<file path="config.mk">
export PLATFORM = sky130hd
export DESIGN_NAME = flp_burst_enc
export DESIGN_NICKNAME = d
export VERILOG_FILES = /design/src/rtl/flp_pkg.sv /design/src/rtl/flp_slot_map.sv /design/src/rtl/flp_mod_cnt.sv /design/src/rtl/flp_ctrl.sv /design/src/rtl/flp_burst_enc.sv
export SDC_FILE = /design/constraint.sdc
export NUM_CORES = 1
export LEC_CHECK = 0
export ABC_AREA = 1
export BUFFER_PORTS_ARGS = -buffer_cell sky130_fd_sc_hd__buf_4
export CORE_ASPECT_RATIO = 0.75
export CORE_MARGIN = 8
export CORE_UTILIZATION = 38
export DETAILED_ROUTE_END_ITERATION = 12
export GPL_TIMING_DRIVEN = 0
export PLACE_DENSITY = 0.57
export SYNTH_ARGS = -nofsm -noshare
export SYNTH_HDL_FRONTEND = slang
export SYNTH_HIERARCHICAL = 1
export SYNTH_SLANG_ARGS = --single-unit
export TNS_END_PERCENT = 20
</file>
<file path="constraint.sdc">
create_clock -name clk -period 2.8 [get_ports clk]
set_input_delay 0.42 -clock clk [delete_from_list [all_inputs] [get_ports clk]]
set_output_delay 0.42 -clock clk [all_outputs]
set_load 0.01 [all_outputs]
</file>
<file path="src/rtl/flp_pkg.sv">
package flp_pkg;
   localparam int FLP_DATA_BITS = 16;
   typedef enum logic [1:0] {ST_IDLE, ST_BURST, ST_GAP} flp_state_e;
endpackage

</file>
<file path="src/rtl/flp_slot_map.sv">
module flp_slot_map #(
   parameter int DATA_BITS = 16
) (
   input  logic [DATA_BITS-1:0] word_i,
   output logic [2*DATA_BITS:0] pattern_o
);
   localparam int NSLOTS = 2*DATA_BITS + 1;
   for (genvar k = 0; k < NSLOTS; k++) begin : g_slot
      if (k % 2 == 0) begin : g_clk
         assign pattern_o[k] = 1'b1;
      end else begin : g_dat
         assign pattern_o[k] = word_i[k/2];
      end
   end
endmodule

</file>
<file path="src/rtl/flp_mod_cnt.sv">
module flp_mod_cnt #(
   parameter int LIMIT = 4
) (
   input  logic clk,
   input  logic rst_n,
   input  logic clr_i,
   input  logic en_i,
   output logic last_o
);
   localparam int W = (LIMIT > 1) ? $clog2(LIMIT) : 1;
   localparam logic [W-1:0] TOP = W'(LIMIT - 1);
   logic [W-1:0] cnt_q;

   assign last_o = en_i && (cnt_q == TOP);

   always_ff @(posedge clk or negedge rst_n) begin
      if (!rst_n)       cnt_q <= '0;
      else if (clr_i)   cnt_q <= '0;
      else if (en_i)    cnt_q <= last_o ? '0 : cnt_q + 1'b1;
   end
endmodule

</file>
<file path="src/rtl/flp_ctrl.sv">
module flp_ctrl
   import flp_pkg::*;
#(
   parameter int DATA_BITS = 16
) (
   input  logic                 clk,
   input  logic                 rst_n,
   input  logic                 start_i,
   input  logic                 stop_i,
   input  logic [DATA_BITS-1:0] word_i,
   input  logic [2*DATA_BITS:0] pattern_i,
   input  logic                 slot_last_i,
   input  logic                 period_last_i,
   output logic [DATA_BITS-1:0] word_q_o,
   output logic                 launch_o,
   output logic                 in_burst_o,
   output logic                 active_o,
   output logic                 pulse_o,
   output logic                 done_o
);
   localparam int NSLOTS = 2*DATA_BITS + 1;
   localparam int SW     = $clog2(NSLOTS);
   localparam logic [SW-1:0] PENULT = SW'(NSLOTS - 2);

   flp_state_e   state_q;
   logic [SW-1:0] slot_q;
   logic [SW-1:0] slot_nxt;
   logic          stop_pend_q;

   assign slot_nxt   = slot_q + 1'b1;
   assign launch_o   = !stop_i && ((state_q == ST_IDLE && start_i) ||
                                   (state_q == ST_GAP  && period_last_i));
   assign in_burst_o = (state_q == ST_BURST);
   assign active_o   = (state_q != ST_IDLE);

   always_ff @(posedge clk or negedge rst_n) begin
      if (!rst_n) begin
         state_q     <= ST_IDLE;
         slot_q      <= '0;
         stop_pend_q <= 1'b0;
         word_q_o    <= '0;
         pulse_o     <= 1'b0;
         done_o      <= 1'b0;
      end else begin
         pulse_o <= 1'b0;
         done_o  <= 1'b0;
         if (launch_o) begin
            state_q     <= ST_BURST;
            word_q_o    <= word_i;
            slot_q      <= '0;
            stop_pend_q <= 1'b0;
            pulse_o     <= 1'b1;
         end else begin
            unique case (state_q)
               ST_IDLE: stop_pend_q <= 1'b0;
               ST_BURST: begin
                  if (stop_i) stop_pend_q <= 1'b1;
                  if (slot_last_i) begin
                     slot_q  <= slot_nxt;
                     pulse_o <= pattern_i[slot_nxt];
                     if (slot_q == PENULT) begin
                        done_o  <= 1'b1;
                        state_q <= (stop_pend_q || stop_i) ? ST_IDLE : ST_GAP;
                     end
                  end
               end
               ST_GAP: if (stop_i) state_q <= ST_IDLE;
               default: state_q <= ST_IDLE;
            endcase
         end
      end
   end
endmodule

</file>
<file path="src/rtl/flp_burst_enc.sv">
module flp_burst_enc #(
   parameter int DATA_BITS   = flp_pkg::FLP_DATA_BITS,
   parameter int SLOT_TICKS  = 3125,
   parameter int BURST_TICKS = 800000
) (
   input  logic                 clk,
   input  logic                 rst_n,
   input  logic                 start_i,
   input  logic                 stop_i,
   input  logic [DATA_BITS-1:0] code_word_i,
   output logic                 pulse_o,
   output logic                 burst_done_o
);
   localparam int NSLOTS = 2*DATA_BITS + 1;

   if (SLOT_TICKS < 2) begin : g_chk_slot
      $error("SLOT_TICKS must be at least 2");
   end
   if (BURST_TICKS <= (NSLOTS - 1) * SLOT_TICKS) begin : g_chk_period
      $error("BURST_TICKS must exceed the span of one burst");
   end
   if (DATA_BITS < 1) begin : g_chk_bits
      $error("DATA_BITS must be positive");
   end

   logic [DATA_BITS-1:0] word_q;
   logic [NSLOTS-1:0]    pattern;
   logic launch, in_burst, active, slot_last, period_last;

   flp_slot_map #(.DATA_BITS(DATA_BITS)) map_i (
      .word_i(word_q), .pattern_o(pattern));

   flp_mod_cnt #(.LIMIT(SLOT_TICKS)) slot_cnt_i (
      .clk(clk), .rst_n(rst_n), .clr_i(launch), .en_i(in_burst),
      .last_o(slot_last));

   flp_mod_cnt #(.LIMIT(BURST_TICKS)) period_cnt_i (
      .clk(clk), .rst_n(rst_n), .clr_i(launch), .en_i(active),
      .last_o(period_last));

   flp_ctrl #(.DATA_BITS(DATA_BITS)) ctrl_i (
      .clk(clk), .rst_n(rst_n), .start_i(start_i), .stop_i(stop_i),
      .word_i(code_word_i), .pattern_i(pattern),
      .slot_last_i(slot_last), .period_last_i(period_last),
      .word_q_o(word_q), .launch_o(launch), .in_burst_o(in_burst),
      .active_o(active), .pulse_o(pulse_o), .done_o(burst_done_o));
endmodule

</file>
==> results of run 1 <==
-- placed cells by master (no fill, tap or decap), types with 2 or more instances in the layout --
| master | count |
|---|---|
| o22ai_1 | 4 |
| ha_1 | 3 |
| nor2_1 | 56 |
| clkbuf_16 | 9 |
| buf_2 | 5 |
| nor3_1 | 4 |
| xnor2_1 | 2 |
| xor2_1 | 6 |
| inv_2 | 6 |
| nor2_2 | 10 |
| dfrtp_1 | 59 |
| a21oi_1 | 14 |
| inv_1 | 69 |
| nor4_1 | 3 |
| conb_1 | 17 |
| nand2_2 | 12 |
| clkbuf_8 | 4 |
| nand4_1 | 14 |
| o21ai_0 | 21 |
| nand3_1 | 50 |
| buf_4 | 59 |
| o21ai_1 | 3 |
| nor2_4 | 6 |
| nand2_1 | 179 |
-- how the worst max path moves through the flow --
| stage | slack [ns] | cells after the start | to |
|---|---|---|---|
| after floorplan | 0.47 | 17 | period_cnt_i/cnt_q[6] |
| after global placement | 0.0008 | 19 | period_cnt_i/cnt_q[15] |
| after detailed placement | -0.04 | 20 | period_cnt_i/cnt_q[15] |
| after CTS | 0.04 | 19 | period_cnt_i/cnt_q[15] |
| after global routing | -0.01 | 19 | period_cnt_i/cnt_q[15] |
| final | 0.26 | 17 | period_cnt_i/cnt_q[10] |
-- repair_timing --
item                       4_1_cts  5_1_grt
setup endpoints to repair        7       12
buffers inserted                 0        3
pin swaps                        0        2
resized for setup                0        8
-- metal layers --
layer  global-route usage  up-vias  part of all wire
met5                    0        -                 0
met4               0.0336        0            0.0068
met3               0.0411        4             0.034
met2                0.219       33              0.44
met1                0.190     1672              0.52
li1                     -     1869                 -
-- cells by family (layout without fill, tap and decap cells) --
logic type	Yosys count	in the layout
buffers and inverters	121	159
AOI/OAI and AO/OA	48	48
and+or+nand+nor	339	339
other	1	17
adders and majority gates	4	4
DFF	59	59
xor gates and xnor gates	8	8
-- layout make-up --
| cell class | count | area share |
|---|---|---|
| Clock inverter | 1 | 0.00634 |
| Sequential cell | 59 | 0.312 |
| Multi-Input combinational cell | 416 | 0.418 |
| Timing Repair Buffer | 24 | 0.0380 |
| Tap cell | 136 | 0.0359 |
| Inverter | 77 | 0.0615 |
| Buffer | 43 | 0.0684 |
| Clock buffer | 14 | 0.0599 |
-- report_power, final --
part / leakage, uW / total (uW) / internal [uW] / switching [uW]
clock: 0.000155 / 1150 / 781 / 372
combinational: 0.00158 / 1040 / 442 / 593
sequential: 0.000770 / 1190 / 1030 / 159
-- stage by stage --
stage,utilization,hold WS [ns]
after floorplan,-,0.124
after global placement,0.428,0.467
after detailed placement,0.428,0.467
after CTS,0.457,0.202
after global routing,0.462,0.244
final,0.462,0.165
-- registers in the layout, summed over array words and instances (netlist names) --
name                flops
slot_cnt_i/cnt_q       12
ctrl_i/stop_pend_q      1
period_cnt_i/cnt_q     20
ctrl_i/slot_q           6
ctrl_i/pulse_o          1
ctrl_i/done_o           1
ctrl_i/state_q          2
ctrl_i/word_q_o        16
-- critical path, stage by stage, from the launching register on --
cell and delay, ns:
dfrtp_1 0.41, inv_1 0.10, nand2_2 0.12, inv_1 0.07, nor3_1 0.16, nand4_1 0.13
nor2_1 0.12, inv_1 0.06, o22ai_2 0.16, nand2_2 0.11, inv_2 0.09, buf_12 0.18
nor2_1 0.12, nor2_1 0.15, nand2_1 0.12, nor2_1 0.13, xor2_1 0.17, nor2_1 0.05
==> impl_metrics.tcl, run 1 <==
set metrics [dict create \
    tns_ns 0 \
    arrival_ns 2.76 \
    synth_cell_types 36 \
    syn_area_per_cell_um2 6.89 \
    layout-drive-gt1-share 0.196 \
    start_util 0.390 \
    register_area_mm2 0.00148 \
    yosys-top-cells-area "dfrtp_1, nand2_1, buf_4" \
    synth_top_family_by_area "simple AND/OR/NAND/NOR gates" \
    final_cells 770 \
    antenna_found_initial 0 \
    synthFlopType "dfrtp_1" \
    ys_ff_latch 59 \
    grt_pass1_vias 3586 \
    synth_top_area_frac 0.369 \
    min_period_ns 2.54 \
    timing.rr.end "period_cnt_i/cnt_q[10]" \
    fill_cells 1062 \
    ys_warn_count 6 \
    r2r-start "ctrl_i/state_q[1]" \
    dp_hpwl_um 6780 \
    crit_required_ns 3.02 \
    endpoint_kind "register" \
    place_congestion 0.892 \
    drt_iter0_markers 133 \
    synth_enable_flop_cells 0 \
    syn_area_mm2 0.00400 \
    placed_area_mm2 0.00439 \
    finalPower_uw 3380 \
    clk_latency_ns 0.33 \
    syn_inst 580 \
    holdCritPathClass "in -> async" \
    ant_nets 0 \
    path_class "reg -> reg" \
    core_area_mm2 0.0102 \
    dp_slack_ns -0.0416 \
    cts_tree "yes" \
    slew_viol_final 0 \
    powerDensity_mw_per_mm2 713 \
    clock_skew_ns 0.00512 \
    fp.dieW_um 134 \
    dpl.cell_count 753 \
    synthXorXnorAreaFrac 0.0175 \
    ir_drop_v 0.000276 \
    wire_per_inst_um 12.0 \
    die_area_mm2 0.0141 \
    worst_pin_slew_ns 0.758 \
    clkTransAtPathRegs_ns 0.05 \
    drt_first_pass_iters 4 \
    area_growth_pct 18.5 \
    synthMuxAreaShare 0 \
    grt_usage 0.142 \
    min_period_over_period 0.908 \
    async_flop_share 1.00 \
    r2r_slack_ns 0.26 \
    drt_wl_total_um 9260 \
    setup_viol 0 \
    grt_pass1_wl_um 16500 \
    synth_seq_area_share 0.369 \
    clock_sinks 59 \
    final_area_mm2 0.00474 \
    multi_input_area_mm2 0.00198 \
    ioPinCount 22 \
    cts_made_buffers 9 \
    layout.nets 654 \
    row_count 32 \
    post_drt_via_cell_ratio 4.65 \
    grt_max_degree 60 \
    fin_ws_ns 0.257 \
    path_max_fanout 24 \
    htree_levels 3 \
    synth-simple-area-share 0.380 \
    cts_root_buf "clkbuf_16" \
    drc 0 \
    synth.largest_area_cell "dfrtp_1" \
    synth_compound_area_frac 0.0651 \
    maxCapViolations 0 \
    vias 3578 \
    io_buffer_count 21 \
    fmax_mhz 393 \
    die_h_um 105 \
    start_kind "register" \
    overflow 0 \
    rr_worst_depth 17 \
    antennaDiodeCount 0 \
    synthAdderAreaFrac 0.0125 \
    yosysMostFrequentCell "nand2_1" \
    hold_viol 0 \
    postCtsHoldBufs 0 \
    ctsLongestPathBuffers 2 \
    status "finished clean" \
    p_leak_uw 0.00250 \
    slew_headroom 0.495 \
    synthTopCellsByCount "nand2_1, inv_1, dfrtp_1, nor2_1, nand3_1" \
    worstSetupStartpoint "ctrl_i/state_q[1]" \
]
(Power assumes the default switching activity.)
==> run 2, diff against run 1 <==
Settings changed: CORE_UTILIZATION 38 to 33, PLACE_DENSITY 0.57 to 0.51.
==> run 2 against run 1 <==
Compared with the run above:
- cell area is 0.32% higher
- worst hold slack better by 0.0070 ns
- clock power is essentially flat
- critical endpoint is now period_cnt_i/cnt_q[6]
==> impl_metrics.tcl, run 2 (synthesized netlist as in run 1, its figures left out) <==
set metrics [dict create \
    status "finished clean" \
    min_period_over_period 0.919 \
    arrival_ns 2.78 \
    fmax_mhz 389 \
    start_kind "register" \
    hold_viol 0 \
    grt_max_degree 60 \
    layout.nets 652 \
    drt_wl_total_um 9400 \
    wire_per_inst_um 11.8 \
    dp_hpwl_um 6980 \
    r2r-start "period_cnt_i/cnt_q[1]" \
    clock_skew_ns 0.00566 \
    antenna_found_initial 0 \
    vias 3581 \
    clkTransAtPathRegs_ns 0.05 \
    slew_headroom 0.478 \
    cts_root_buf "clkbuf_16" \
    clk_latency_ns 0.33 \
    cts_tree "yes" \
    setup_viol 0 \
    drt_first_pass_iters 4 \
    crit_required_ns 3.01 \
    final_area_mm2 0.00475 \
    grt_pass1_vias 3582 \
    holdCritPathClass "in -> async" \
    largest_reg_flops 20 \
    final_cells 795 \
    row_count 34 \
    grt_pass1_wl_um 16600 \
    maxCapViolations 0 \
    core_area_mm2 0.0117 \
    worst_pin_slew_ns 0.781 \
    min_period_ns 2.57 \
    p_leak_uw 0.00249 \
    layout-drive-gt1-share 0.191 \
    area_growth_pct 18.9 \
    cts_made_buffers 9 \
    post_drt_via_cell_ratio 4.50 \
    r2r_slack_ns 0.23 \
    ioPinCount 22 \
    most-common-layout-cells "nand2_1, inv_1, dfrtp_1, nor2_1, buf_4" \
    fin_hold_ws_ns 0.172 \
    htree_levels 3 \
    final_common_cell "nand2_1" \
    path_class "reg -> reg" \
    reg_top3 "period_cnt_i/cnt_q (20), ctrl_i/word_q_o (16), slot_cnt_i/cnt_q (12)" \
    powerDensity_mw_per_mm2 711 \
    antennaDiodeCount 0 \
    die_h_um 111 \
    dp_slack_ns -0.0604 \
    top_register "period_cnt_i/cnt_q" \
    clock_sinks 59 \
    place_congestion 0.828 \
    dpl.cell_count 779 \
    drc 0 \
    grt_usage 0.128 \
    ctsLongestPathBuffers 2 \
    fin_ws_ns 0.228 \
    rr_worst_depth 16 \
    overflow 0 \
    fp.dieW_um 143 \
    die_area_mm2 0.0159 \
    io_buffer_count 21 \
    start_util 0.342 \
    placed_area_mm2 0.00442 \
    endpoint_kind "register" \
    drt_iter0_markers 230 \
    path_max_fanout 24 \
    timing.rr.end "period_cnt_i/cnt_q[6]" \
    ant_nets 0 \
    final_util 0.406 \
    ir_drop_v 0.000253 \
    slew_viol_final 0 \
]
-- run 2: changes by cell type in the layout (fill, tap and decap cells not counted), sizes merged --
cell	change
buf	-2
clkinvlp	+2
clkbuf	-1
-- run 2: layer usage --
metal  track usage  share of wire  wire length [um]  vias up
li1              -              -                 -     1873
met1         0.171           0.52              4860     1656
met2         0.200           0.43              4020       44
met3        0.0331          0.046               429        8
met4        0.0339          0.011                99        0
met5             0              0                 0        -
-- run 2: cell type report --
cell class	count	area, um2
Fill cell	1217	6950
Multi-Input combinational cell	416	1980
Clock buffer	13	270
Timing Repair Buffer	22	165
Inverter	77	292
Clock inverter	3	45.0
Sequential cell	59	1480
Buffer	43	324
Tap cell	162	203
-- run 2: report_power, final --
part	internal [uW]	switching, uW	total, uW
Sequential	1030	153	1180
Clock	762	391	1150
Combinational	447	598	1040
-- run 2: stage by stage --
step	setup TNS, ns	total power [uW]
2_1_floorplan	0	1980
3_3_place_gp	-0.0485	2220
3_5_place_dp	-0.225	2230
4_1_cts	0	3420
5_1_grt	-0.00481	3660
6_report	0	3380
-- run 2: repair_timing --
item / CTS / global route
setup endpoints to repair: 8 / 10
gates resized for setup: 0 / 7
setup buffers: 0 / 1
pin swaps: 0 / 1
hold buffers: 0 / 0
-- run 2: worst max path at each step --
stage | cells after the start | endpoint | slack, ns | start
CTS | 16 | period_cnt_i/cnt_q[6] | 0.03 | period_cnt_i/cnt_q[0]
detailed placement | 17 | period_cnt_i/cnt_q[6] | -0.06 | period_cnt_i/cnt_q[0]
global placement | 19 | period_cnt_i/cnt_q[15] | -0.02 | period_cnt_i/cnt_q[0]
finish | 16 | period_cnt_i/cnt_q[6] | 0.23 | period_cnt_i/cnt_q[1]
global route | 18 | period_cnt_i/cnt_q[15] | -0.005 | period_cnt_i/cnt_q[1]
floorplan | 17 | period_cnt_i/cnt_q[6] | 0.47 | period_cnt_i/cnt_q[0]
-- run 2: worst max-delay path: stages (launching register included) --
cell	delay (ns)
dfrtp_1	0.37
ha_2	0.20
nand2_1	0.08
nor2_1	0.15
nand2_2	0.12
nor2_1	0.12
inv_1	0.04
o22ai_1	0.18
nand2_2	0.14
inv_2	0.10
buf_12	0.18
nor2_1	0.11
buf_2	0.21
nor2_2	0.14
inv_1	0.08
o22ai_1	0.15
nor2_1	0.06
==> run 3, diff against run 2 <==
Settings changed: CELL_PAD_IN_SITES_DETAIL_PLACEMENT set to 2, CELL_PAD_IN_SITES_GLOBAL_PLACEMENT set to 2, CORE_UTILIZATION 33 to 35, PLACE_DENSITY 0.51 to 0.83.
==> run 3 against run 2 <==
Compared with the run above:
- clock skew up 0.0019 ns
- first-iteration DRC count down 39%
- worst setup slack worse by 0.14 ns
- combinational power up 14%
- wire length up 47%
- sequential power about the same
- critical endpoint is now period_cnt_i/cnt_q[10]
- global-route usage up 5.7 points
- final cell count down 1.8%
- clock power about the same
- core utilization up 3.2 points
==> impl_metrics.tcl, run 3 (synthesized netlist as in run 1, its figures left out) <==
set metrics [dict create \
    status "finished clean" \
    htree_levels 3 \
    rr_worst_depth 17 \
    start_kind "register" \
    path_class "reg -> reg" \
    p_seq_frac 0.340 \
    drt_iter0_markers 141 \
    die_area_mm2 0.0151 \
    busiest_layer "met2" \
    arrival_ns 2.92 \
    dp_slack_ns -0.208 \
    worstSetupStartpoint "ctrl_i/state_q[0]" \
    antennaDiodeCount 0 \
    r2r-start "ctrl_i/state_q[0]" \
    slew_viol_final 0 \
    powerDensity_mw_per_mm2 729 \
    r2r_slack_ns 0.09 \
    min_period_over_period 0.968 \
    largest_reg_flops 20 \
    top_register "period_cnt_i/cnt_q" \
    fin_ws_ns 0.0883 \
    p_switching_uw 1310 \
    most-common-layout-cells "nand2_1, inv_1, buf_4, dfrtp_1, nor2_1" \
    layout.nets 660 \
    post_drt_via_cell_ratio 4.98 \
    use_met2 0.344 \
    slew_headroom 0.452 \
    reg_top3 "period_cnt_i/cnt_q (20), ctrl_i/word_q_o (16), slot_cnt_i/cnt_q (12)" \
    met1_usage 0.218 \
    p_comb_frac 0.338 \
    layout-drive-gt1-share 0.217 \
    maxCapViolations 0 \
    grt_pass1_wl_um 22500 \
    dp_hpwl_um 9400 \
    ctsLongestPathBuffers 2 \
    core_area_mm2 0.0110 \
    postCtsHoldBufs 0 \
    row_count 33 \
    min_period_ns 2.71 \
    grt_pass1_vias 4506 \
    ant_nets 0 \
    ioPinCount 22 \
    endpoint_kind "register" \
    p_leak_uw 0.00254 \
    clk_latency_ns 0.34 \
    fmax_mhz 369 \
    cts_made_buffers 9 \
    clock_sinks 59 \
    drt_wl_total_um 13800 \
    grt_util_met3 0.0352 \
    pwr-share-clk 0.322 \
    holdCritPathClass "in -> async" \
    finalPower_uw 3520 \
    cts_root_buf "clkbuf_16" \
    path_max_fanout 12 \
    cts_tree "yes" \
    worst_pin_slew_ns 0.822 \
    io_buffer_count 21 \
    place_congestion 0.846 \
    clock_skew_ns 0.00757 \
    wire_per_inst_um 17.7 \
    clkTransAtPathRegs_ns 0.06 \
    intPower_uw 2210 \
    fp.dieW_um 139 \
    final_common_cell "nand2_1" \
    drt_first_pass_iters 4 \
    antenna_found_initial 0 \
    ir_drop_v 0.000303 \
    hold_viol 0 \
    die_h_um 109 \
    grt_usage 0.185 \
    area_growth_pct 20.9 \
    grt_max_degree 60 \
    vias 3888 \
    sw_frac_of_total 0.372 \
    crit_required_ns 3.01 \
    drc 0 \
    timing.rr.end "period_cnt_i/cnt_q[10]" \
    start_util 0.363 \
    setup_viol 0 \
    overflow 0 \
]
## run 3: layer usage
layer | up-vias | part of all wire | routed length [um]
li1 | 1882 | - | -
met1 | 1947 | 0.45 | 6180
met2 | 48 | 0.51 | 7080
met3 | 11 | 0.032 | 437
met4 | 0 | 0.0084 | 116
met5 | - | 0 | 0
## run 3: critical path, cell delays in order (launching register included)
cell and delay [ns]:
dfrtp_1 0.37, inv_1 0.11, nand2_2 0.13, inv_1 0.09
nor3_2 0.19, nand4_1 0.16, nor2_2 0.16, inv_1 0.07
o22ai_2 0.17, nand2_2 0.13, inv_4 0.10, buf_12 0.14
nor2_2 0.08, nor2_2 0.16, nand2_2 0.10, nor2_2 0.13
xor2_1 0.20, nor2_1 0.09
## run 3: power groups by stage
stage / registers [uW] / logic [uW] / clock network [uW]
6_report: 1200 / 1190 / 1140
5_1_grt: 1220 / 1350 / 1190
4_1_cts: 1200 / 1160 / 1160
3_5_place_dp: 1210 / 1110 / 0
3_3_place_gp: 1200 / 1050 / 0
2_1_floorplan: 1160 / 820 / 0
## run 3: cell type report
class,instances,area [um2]
clock buffer,12,246
fill,1292,6190
inverter,77,294
tap,140,175
multi-input combinational,416,2020
timing repair buffer,30,243
buffer,43,324
sequential,59,1480
clock inverter,4,50.0
## run 3: worst max-delay path by stage
stage                             endpoint  slack (ns)  depth (start not counted)
detailed placement   period_cnt_i/cnt_q[6]       -0.21                         17
global route         period_cnt_i/cnt_q[6]       -0.05                         17
finish              period_cnt_i/cnt_q[10]        0.09                         17
floorplan            period_cnt_i/cnt_q[6]        0.47                         17
global placement     period_cnt_i/cnt_q[6]       -0.03                         17
CTS                  period_cnt_i/cnt_q[6]      -0.004                         16
## run 3: metrics by stage
| step | utilization | area, um2 | cells | setup TNS [ns] | hold WS [ns] |
|---|---|---|---|---|---|
| finish | 0.438 | 4830 | 781 | 0 | 0.188 |
| global route | 0.438 | 4830 | 781 | -0.232 | 0.253 |
| CTS | 0.428 | 4720 | 775 | -0.00655 | 0.221 |
| detailed placement | 0.398 | 4390 | 757 | -1.55 | 0.474 |
| global placement | 0.398 | 4390 | 757 | -0.0716 | 0.464 |
| floorplan | - | 4060 | 596 | 0 | 0.124 |
## run 3: repair_timing
| action | in CTS | in global routing |
|---|---|---|
| endpoints found under the setup margin | 15 | 10 |
| pin swaps | 2 | 12 |
| cloned | 0 | 1 |
| buffers inserted | 3 | 5 |
| resized for setup | 5 | 15 |
